`config.mk`:
```
export PLATFORM = sky130hd
export DESIGN_NAME = sdlc_rx
export DESIGN_NICKNAME = d
export VERILOG_FILES = /design/src/rtl/sdlc_rx_pkg.sv /design/src/rtl/sdlc_rx_deframe.sv /design/src/rtl/sdlc_rx_crc.sv /design/src/rtl/sdlc_rx.sv
export SDC_FILE = /design/constraint.sdc
export NUM_CORES = 1
export LEC_CHECK = 0
export ABC_AREA = 1
export BUFFER_PORTS_ARGS = -buffer_cell sky130_fd_sc_hd__buf_2
export CAP_MARGIN = 40
export CORE_ASPECT_RATIO = 1.5
export CORE_MARGIN = 2
export CORE_UTILIZATION = 50
export DETAILED_ROUTE_END_ITERATION = 10
export PLACE_DENSITY = 0.8
export SETUP_SLACK_MARGIN = 0.15
export SYNTH_ARGS = -nofsm -noshare
export SYNTH_HDL_FRONTEND = slang
export SYNTH_HIERARCHICAL = 1
export SYNTH_SLANG_ARGS = --single-unit
export TNS_END_PERCENT = 1
```
`constraint.sdc`:
```
create_clock -name clk -period 2.1 [get_ports clk]
set_input_delay 0.21 -clock clk [delete_from_list [all_inputs] [get_ports clk]]
set_output_delay 0.21 -clock clk [all_outputs]
set_load 0.01 [all_outputs]
```
`src/rtl/sdlc_rx_pkg.sv`:
```
package sdlc_rx_pkg;
    typedef enum logic [1:0] {
        ST_HUNT,
        ST_OPEN,
        ST_FRAME
    } rx_state_e;

    // number of ones after which a zero is a stuffed bit
    localparam int STUFF_RUN = 5;
    // run of ones inside a boundary pattern
    localparam int FLAG_RUN  = 6;
endpackage

```
`src/rtl/sdlc_rx_deframe.sv`:
```
module sdlc_rx_deframe
    import sdlc_rx_pkg::*;
(
    input  logic clk,
    input  logic rst_n,
    input  logic bit_en,
    input  logic rx_bit,
    output logic d_valid,
    output logic d_bit,
    output logic flag_hit,
    output logic abort_hit
);
    localparam logic [2:0] RUN_MAX = 3'd7;
    localparam logic [2:0] STUFF_N = 3'(STUFF_RUN);
    localparam logic [2:0] FLAG_N  = 3'(FLAG_RUN);

    logic [2:0] ones_q;

    always_ff @(posedge clk or negedge rst_n) begin
        if (!rst_n) begin
            ones_q <= '0;
        end else if (bit_en) begin
            if (rx_bit) begin
                ones_q <= (ones_q == RUN_MAX) ? RUN_MAX : ones_q + 3'd1;
            end else begin
                ones_q <= '0;
            end
        end
    end

    // a bit is payload only while the run of ones is short enough
    always_comb begin
        d_valid   = bit_en && (ones_q < STUFF_N);
        d_bit     = rx_bit;
        flag_hit  = bit_en && !rx_bit && (ones_q == FLAG_N);
        abort_hit = bit_en &&  rx_bit && (ones_q == FLAG_N);
    end
endmodule

```
`src/rtl/sdlc_rx_crc.sv`:
```
module sdlc_rx_crc #(
    parameter int               CRC_W    = 16,
    parameter logic [CRC_W-1:0] CRC_POLY = 16'h8408,
    parameter logic [CRC_W-1:0] CRC_INIT = 16'hFFFF
) (
    input  logic             clk,
    input  logic             rst_n,
    input  logic             init,
    input  logic             upd,
    input  logic [7:0]       byte_in,
    output logic [CRC_W-1:0] crc_q
);
    function automatic logic [CRC_W-1:0] step_byte(
        input logic [CRC_W-1:0] c_in,
        input logic [7:0]       b
    );
        logic [CRC_W-1:0] c;
        c = c_in;
        for (int k = 0; k < 8; k++) begin
            if (c[0] ^ b[k]) c = (c >> 1) ^ CRC_POLY;
            else             c = c >> 1;
        end
        return c;
    endfunction

    always_ff @(posedge clk or negedge rst_n) begin
        if (!rst_n)     crc_q <= CRC_INIT;
        else if (init)  crc_q <= CRC_INIT;
        else if (upd)   crc_q <= step_byte(crc_q, byte_in);
    end
endmodule

```
`src/rtl/sdlc_rx.sv`:
```
module sdlc_rx
    import sdlc_rx_pkg::*;
#(
    parameter int               CRC_W       = 16,
    parameter logic [CRC_W-1:0] CRC_POLY    = 16'h8408,
    parameter logic [CRC_W-1:0] CRC_INIT    = 16'hFFFF,
    parameter logic [CRC_W-1:0] CRC_RESIDUE = 16'hF0B8
) (
    input  logic       clk,
    input  logic       rst_n,
    input  logic       bit_en,
    input  logic       rx_bit,
    input  logic       addr_search,
    input  logic [7:0] station_addr,
    output logic       out_valid,
    output logic [7:0] out_data,
    output logic       out_sof,
    output logic       out_eof,
    output logic       out_crc_err
);
    localparam int               FCS_BYTES = CRC_W / 8;
    localparam int               DEPTH     = FCS_BYTES + 1;
    localparam int               FILL_W    = $clog2(DEPTH + 1);
    localparam logic [FILL_W-1:0] FULL     = FILL_W'(DEPTH);
    // payload bits a closing boundary leaves behind: its zero and five ones
    localparam logic [2:0]       ALIGN     = 3'(STUFF_RUN + 1);

    rx_state_e state_q, state_d;

    logic             d_valid, d_bit, flag_hit, abort_hit;
    logic [6:0]       sh_q;
    logic [2:0]       bitcnt_q;
    logic [FILL_W-1:0] fill_q;
    logic             first_q;
    logic [7:0]       hold_q [DEPTH];
    logic [CRC_W-1:0] crc_q;
    logic [7:0]       byte_w;
    logic             data_ok, byte_done, reject, push;

    sdlc_rx_deframe u_deframe (
        .clk      (clk),
        .rst_n    (rst_n),
        .bit_en   (bit_en),
        .rx_bit   (rx_bit),
        .d_valid  (d_valid),
        .d_bit    (d_bit),
        .flag_hit (flag_hit),
        .abort_hit(abort_hit)
    );

    sdlc_rx_crc #(
        .CRC_W   (CRC_W),
        .CRC_POLY(CRC_POLY),
        .CRC_INIT(CRC_INIT)
    ) u_crc (
        .clk    (clk),
        .rst_n  (rst_n),
        .init   (flag_hit),
        .upd    (push),
        .byte_in(byte_w),
        .crc_q  (crc_q)
    );

    always_comb begin
        byte_w    = {d_bit, sh_q};
        data_ok   = d_valid && (state_q != ST_HUNT);
        byte_done = data_ok && (bitcnt_q == 3'd7);
        reject    = byte_done && (state_q == ST_OPEN) && addr_search
                    && (byte_w != station_addr);
        push      = byte_done && !reject;
    end

    // next-state logic
    always_comb begin
        state_d = state_q;
        unique case (state_q)
            ST_HUNT: begin
                if (flag_hit) state_d = ST_OPEN;
            end
            ST_OPEN: begin
                if (abort_hit)      state_d = ST_HUNT;
                else if (flag_hit)  state_d = ST_OPEN;
                else if (reject)    state_d = ST_HUNT;
                else if (byte_done) state_d = ST_FRAME;
            end
            ST_FRAME: begin
                if (abort_hit)     state_d = ST_HUNT;
                else if (flag_hit) state_d = ST_OPEN;
            end
        endcase
    end

    // state register
    always_ff @(posedge clk or negedge rst_n) begin
        if (!rst_n) state_q <= ST_HUNT;
        else        state_q <= state_d;
    end

    // delay line holding the latest DEPTH bytes
    always_ff @(posedge clk or negedge rst_n) begin
        if (!rst_n) begin
            for (int i = 0; i < DEPTH; i++) hold_q[i] <= '0;
        end else if (push) begin
            for (int i = 0; i < DEPTH - 1; i++) hold_q[i] <= hold_q[i+1];
            hold_q[DEPTH-1] <= byte_w;
        end
    end

    // byte assembly and outputs
    always_ff @(posedge clk or negedge rst_n) begin
        if (!rst_n) begin
            sh_q        <= '0;
            bitcnt_q    <= '0;
            fill_q      <= '0;
            first_q     <= 1'b1;
            out_valid   <= 1'b0;
            out_data    <= '0;
            out_sof     <= 1'b0;
            out_eof     <= 1'b0;
            out_crc_err <= 1'b0;
        end else begin
            out_valid   <= 1'b0;
            out_sof     <= 1'b0;
            out_eof     <= 1'b0;
            out_crc_err <= 1'b0;
            if (flag_hit) begin
                bitcnt_q <= '0;
                fill_q   <= '0;
                first_q  <= 1'b1;
                if (state_q == ST_FRAME && fill_q == FULL) begin
                    out_valid   <= 1'b1;
                    out_data    <= hold_q[0];
                    out_sof     <= first_q;
                    out_eof     <= 1'b1;
                    out_crc_err <= (crc_q != CRC_RESIDUE) || (bitcnt_q != ALIGN);
                end
            end else if (data_ok) begin
                sh_q     <= {d_bit, sh_q[6:1]};
                bitcnt_q <= bitcnt_q + 3'd1;
                if (push) begin
                    if (fill_q == FULL) begin
                        out_valid <= 1'b1;
                        out_data  <= hold_q[0];
                        out_sof   <= first_q;
                        first_q   <= 1'b0;
                    end else begin
                        fill_q <= fill_q + 1'b1;
                    end
                end
            end
        end
    end
endmodule

```
==> flow_results.org <==
** Run status
- Result of the run :: finished clean

** Placement
- Number of I/O port buffers :: 24
- Cell area after placement :: between 3000 and 4000 um2
- The congestion estimate from routability-driven global placement came to about 0.94.
- Detailed placement HPWL :: ~5.4 mm

** Hold path
- Worst min path class :: input pin to flop

** Timing
- Max-slew headroom at the worst pin :: roughly 63%
- The number of max-slew violations in the final report came to 0.
- Top achievable clock speed :: ~0.52 GHz
- Tightest hold margin :: about 0.17 ns
- At the pin with the least slew margin, the transition time is roughly 0.56 ns.
- Number of endpoints failing setup at the final stage :: 0
- For the final routed database, the setup TNS stands at 0 ns.
- The final-report hold violation count was 0.
- Setup repair after global routing could not meet its margin everywhere.
- Dividing the final minimum period by the clock period gives 91.6%.
- For the final database, setup skew stands at roughly 0.0096 ns.
- Min Clock Period, post-route :: just under 2 ns

** Yosys
- dfrtp_1 takes more of the synthesized area than any other cell.
- Post-synthesis instance area :: between 3000 and 4000 um2
- Net count after synthesis :: 460
- Netlist cell types :: between 40 and 50
- Area share of the largest cell type after synthesis :: a little over a third
- A synthesized cell averages between 8 and 9 um2.
- The Yosys step of the flow raised 6 warnings.
- Gate count after technology mapping :: about 440
- Cell types with the largest area share after synthesis :: dfrtp_1 37%, nand2_1 16%, dfstp_2 12%, inv_1 4.1%, nand3_1 4.0%
- After synthesis, flip-flops and latches occupy between 40% and 50% of the total area.
- Number of synthesized register bits :: 70

** Setup path
- Among all stages on the critical path, the largest delay is contributed by dfrtp_1.
- Crit path DAT :: between 2 and 2.5 ns
- Critical path start-end classification :: flop to flop
- Startpoint class of the critical path :: flop
- Max FO, Critical Path :: 15
- Capturing element type of the critical path :: flop
- For this run, the slowest stage of the critical path takes a little over 0.4 ns.
- Required @ worst endpoint :: between 2 and 2.5 ns
- Crit-path cells :: ha_1, ha_2, nand2_4, inv_8, and3_4, nand2_8, nand2_8, inv_8, clkinv_8, buf_4, a21oi_1, nand2_1

** Route
- Using the TritonRoute via totals, the vias-per-cell ratio works out to approximately 5.3.
- For this run, design rule violations remaining after detail routing come to 0.
- Total iterations of the first detailed-routing run :: 5
- Detailed routing inserted a total of approximately 3000 vias.
- Wire length per cell :: ~14 um
- Iteration-0 DRC Markers :: about 250
- Routed Wire Length :: about 7.9 mm
- Once detail routing completed, the nets flagged for antenna violations numbered 0.

** Floorplanning
- Die Span X :: between 70 and 80 um
- Chip Height :: approximately 110 um
- The die covers between 7000 and 8000 um2.
- In this run the standard cell core region covers 7130 um2.
- Total I/O pin count :: 25
- Starting Density :: approximately half
- The floorplan has 38 rows.

** Global route
- Total gr overflow :: 0
- Via count of the first global-routing pass :: approximately 2800
- The number of antenna violations at the first check in global routing is 0.
- First-pass GRT wire length :: ~12 mm
- Maximum number of pins on one net before global-route repair :: between 40 and 50
- Global-route total usage across every layer :: between 20% and 30%

** CTS
- Clock latency on the worst-skew pair :: 0.36 ns
- Counting along the longest clock path gives a buffer depth of 2.
- CTS tree :: built
- In this run the number of H-tree levels came out at 3.
- Clock slew at the register clock pins of the worst setup and hold paths :: roughly 0.07 ns
- Counting every sink on the clock net gives 70.
- Buffer cell driving the clock tree root :: clkbuf_8
- In this run, CTS created clock tree buffers numbering 9.

** Layout
- Utilization after layout :: 59.0%
- Leaving out fill and tap cells, the most frequent cell in the layout is nand2_1.
- Number of antenna repair diodes :: 0
- Commonest cells after routing, fill and taps aside :: 157 x nand2_1, 53 x dfrtp_1, 40 x inv_1
- Area growth from synthesis to layout :: 15.9%
- Counting the fill cells in the layout gives 600.
- Final std cell area, no fill :: around 4200 um2
- Share of post-route cells with drive strength above 1 :: a little under a quarter
- Post-layout net count :: approximately 500

** Power
- Standby leakage power :: between 2 and 2.5 nW
- VDD sags by at most 0.496 mV.
- Areal power density over the cells :: between 1000 and 1500 nW/um2

** Flow run
- Max cap viols :: 0
## where the power goes
part,total [mW],switching (mW),internal (mW)
sequential,2.16,0.387,1.77
clock,1.38,0.523,0.853
combinational,1.69,1.04,0.648
## Yosys cell counts (all sizes together)
library cell	number
nor2	22
a32oi	1
inv	49
a21oi	10
or2	1
a22oi	2
nand4	2
nor4	1
xnor2	8
a21boi	2
and3	1
nand3b	2
ha	9
nor3	8
nand2	177
nor4b	1
o21ai	19
buf	9
xor2	4
a31oi	5
dfrtp	53
clkbuf	3
dfstp	17
nand3	30
clkinv	1
o31ai	1
## critical path: cells and delay by family (launching register included)
family / cells / cell delay [ns]
AO/OA/AOI/OAI: 1 / 0.18
adder cells (fa/ha/maj): 2 / 0.39
buffers and inverters: 4 / 0.38
flip-flops: 1 / 0.41
AND/OR/NAND/NOR: 5 / 0.50
## routing by layer
metal	vias up	GRT usage [%]	share of wire, %
li1	1455	-	-
met1	1378	23.1	39
met2	104	35.1	53
met3	38	5.68	4.5
met4	0	11.4	4.4
met5	-	0	0
## flip-flops by register name, summed over array words and instances, names as in the netlist, 2 cells and up
signal and count:
state_q 2, sh_q 7, fill_q 2, hold_q 24
out_data 8, bitcnt_q 3, u_deframe/ones_q 3, u_crc/crc_q 16
## final cells by class
class	count	area, um2	area share [%]
Timing Repair Buffer	38	260	6.19
Clock buffer	11	151	3.60
Tap cell	80	100	2.38
Sequential cell	70	1770	42.1
Multi-Input combinational cell	306	1600	38.1
Inverter	50	215	5.12
Clock inverter	5	105	2.50
## stage by stage
step	std cells	setup WS, ns	power, mW
after floorplan	438	0.161	3.30
after global placement	536	0.194	3.68
after detailed placement	536	0.0794	3.75
after CTS	553	0.138	5.17
after global routing	560	0.0205	5.55
final	560	0.176	5.22
## timing repair
action / in CTS / in global routing
setup endpoints to repair: 11 / 43
hold buffers: 1 / 0
endpoints found under the hold margin: 20 / 0
resized for setup: 1 / 13
buffers inserted: 0 / 7
pin swaps: 0 / 6
gates cloned: 0 / 0
## logic make-up after synthesis
| family | Yosys count | share of synthesized area (%) |
|---|---|---|
| flops | 70 | 48.8 |
| buf+inv | 62 | 8.24 |
| simple gates | 245 | 30.4 |
| compound gates | 40 | 6.14 |
| fa+ha+maj | 9 | 3.10 |
| xor+xnor | 12 | 3.31 |
## path summary, 6_finish.rpt
check                                       to  slack, ns  depth (start not counted)         from
setup / recovery                u_crc/crc_q[8]       0.18                         12  bitcnt_q[0]
hold / removal             u_deframe/ones_q[1]       0.17                          4       bit_en
setup reg to reg                u_crc/crc_q[8]       0.18                         12  bitcnt_q[0]
hold reg to reg                    out_data[4]       0.48                          2   hold_q[20]
max in group asynchronous       u_crc/crc_q[8]       1.02                          3        rst_n
min in group asynchronous          out_data[0]       0.38                          2        rst_n
(Power assumes the default switching activity.)
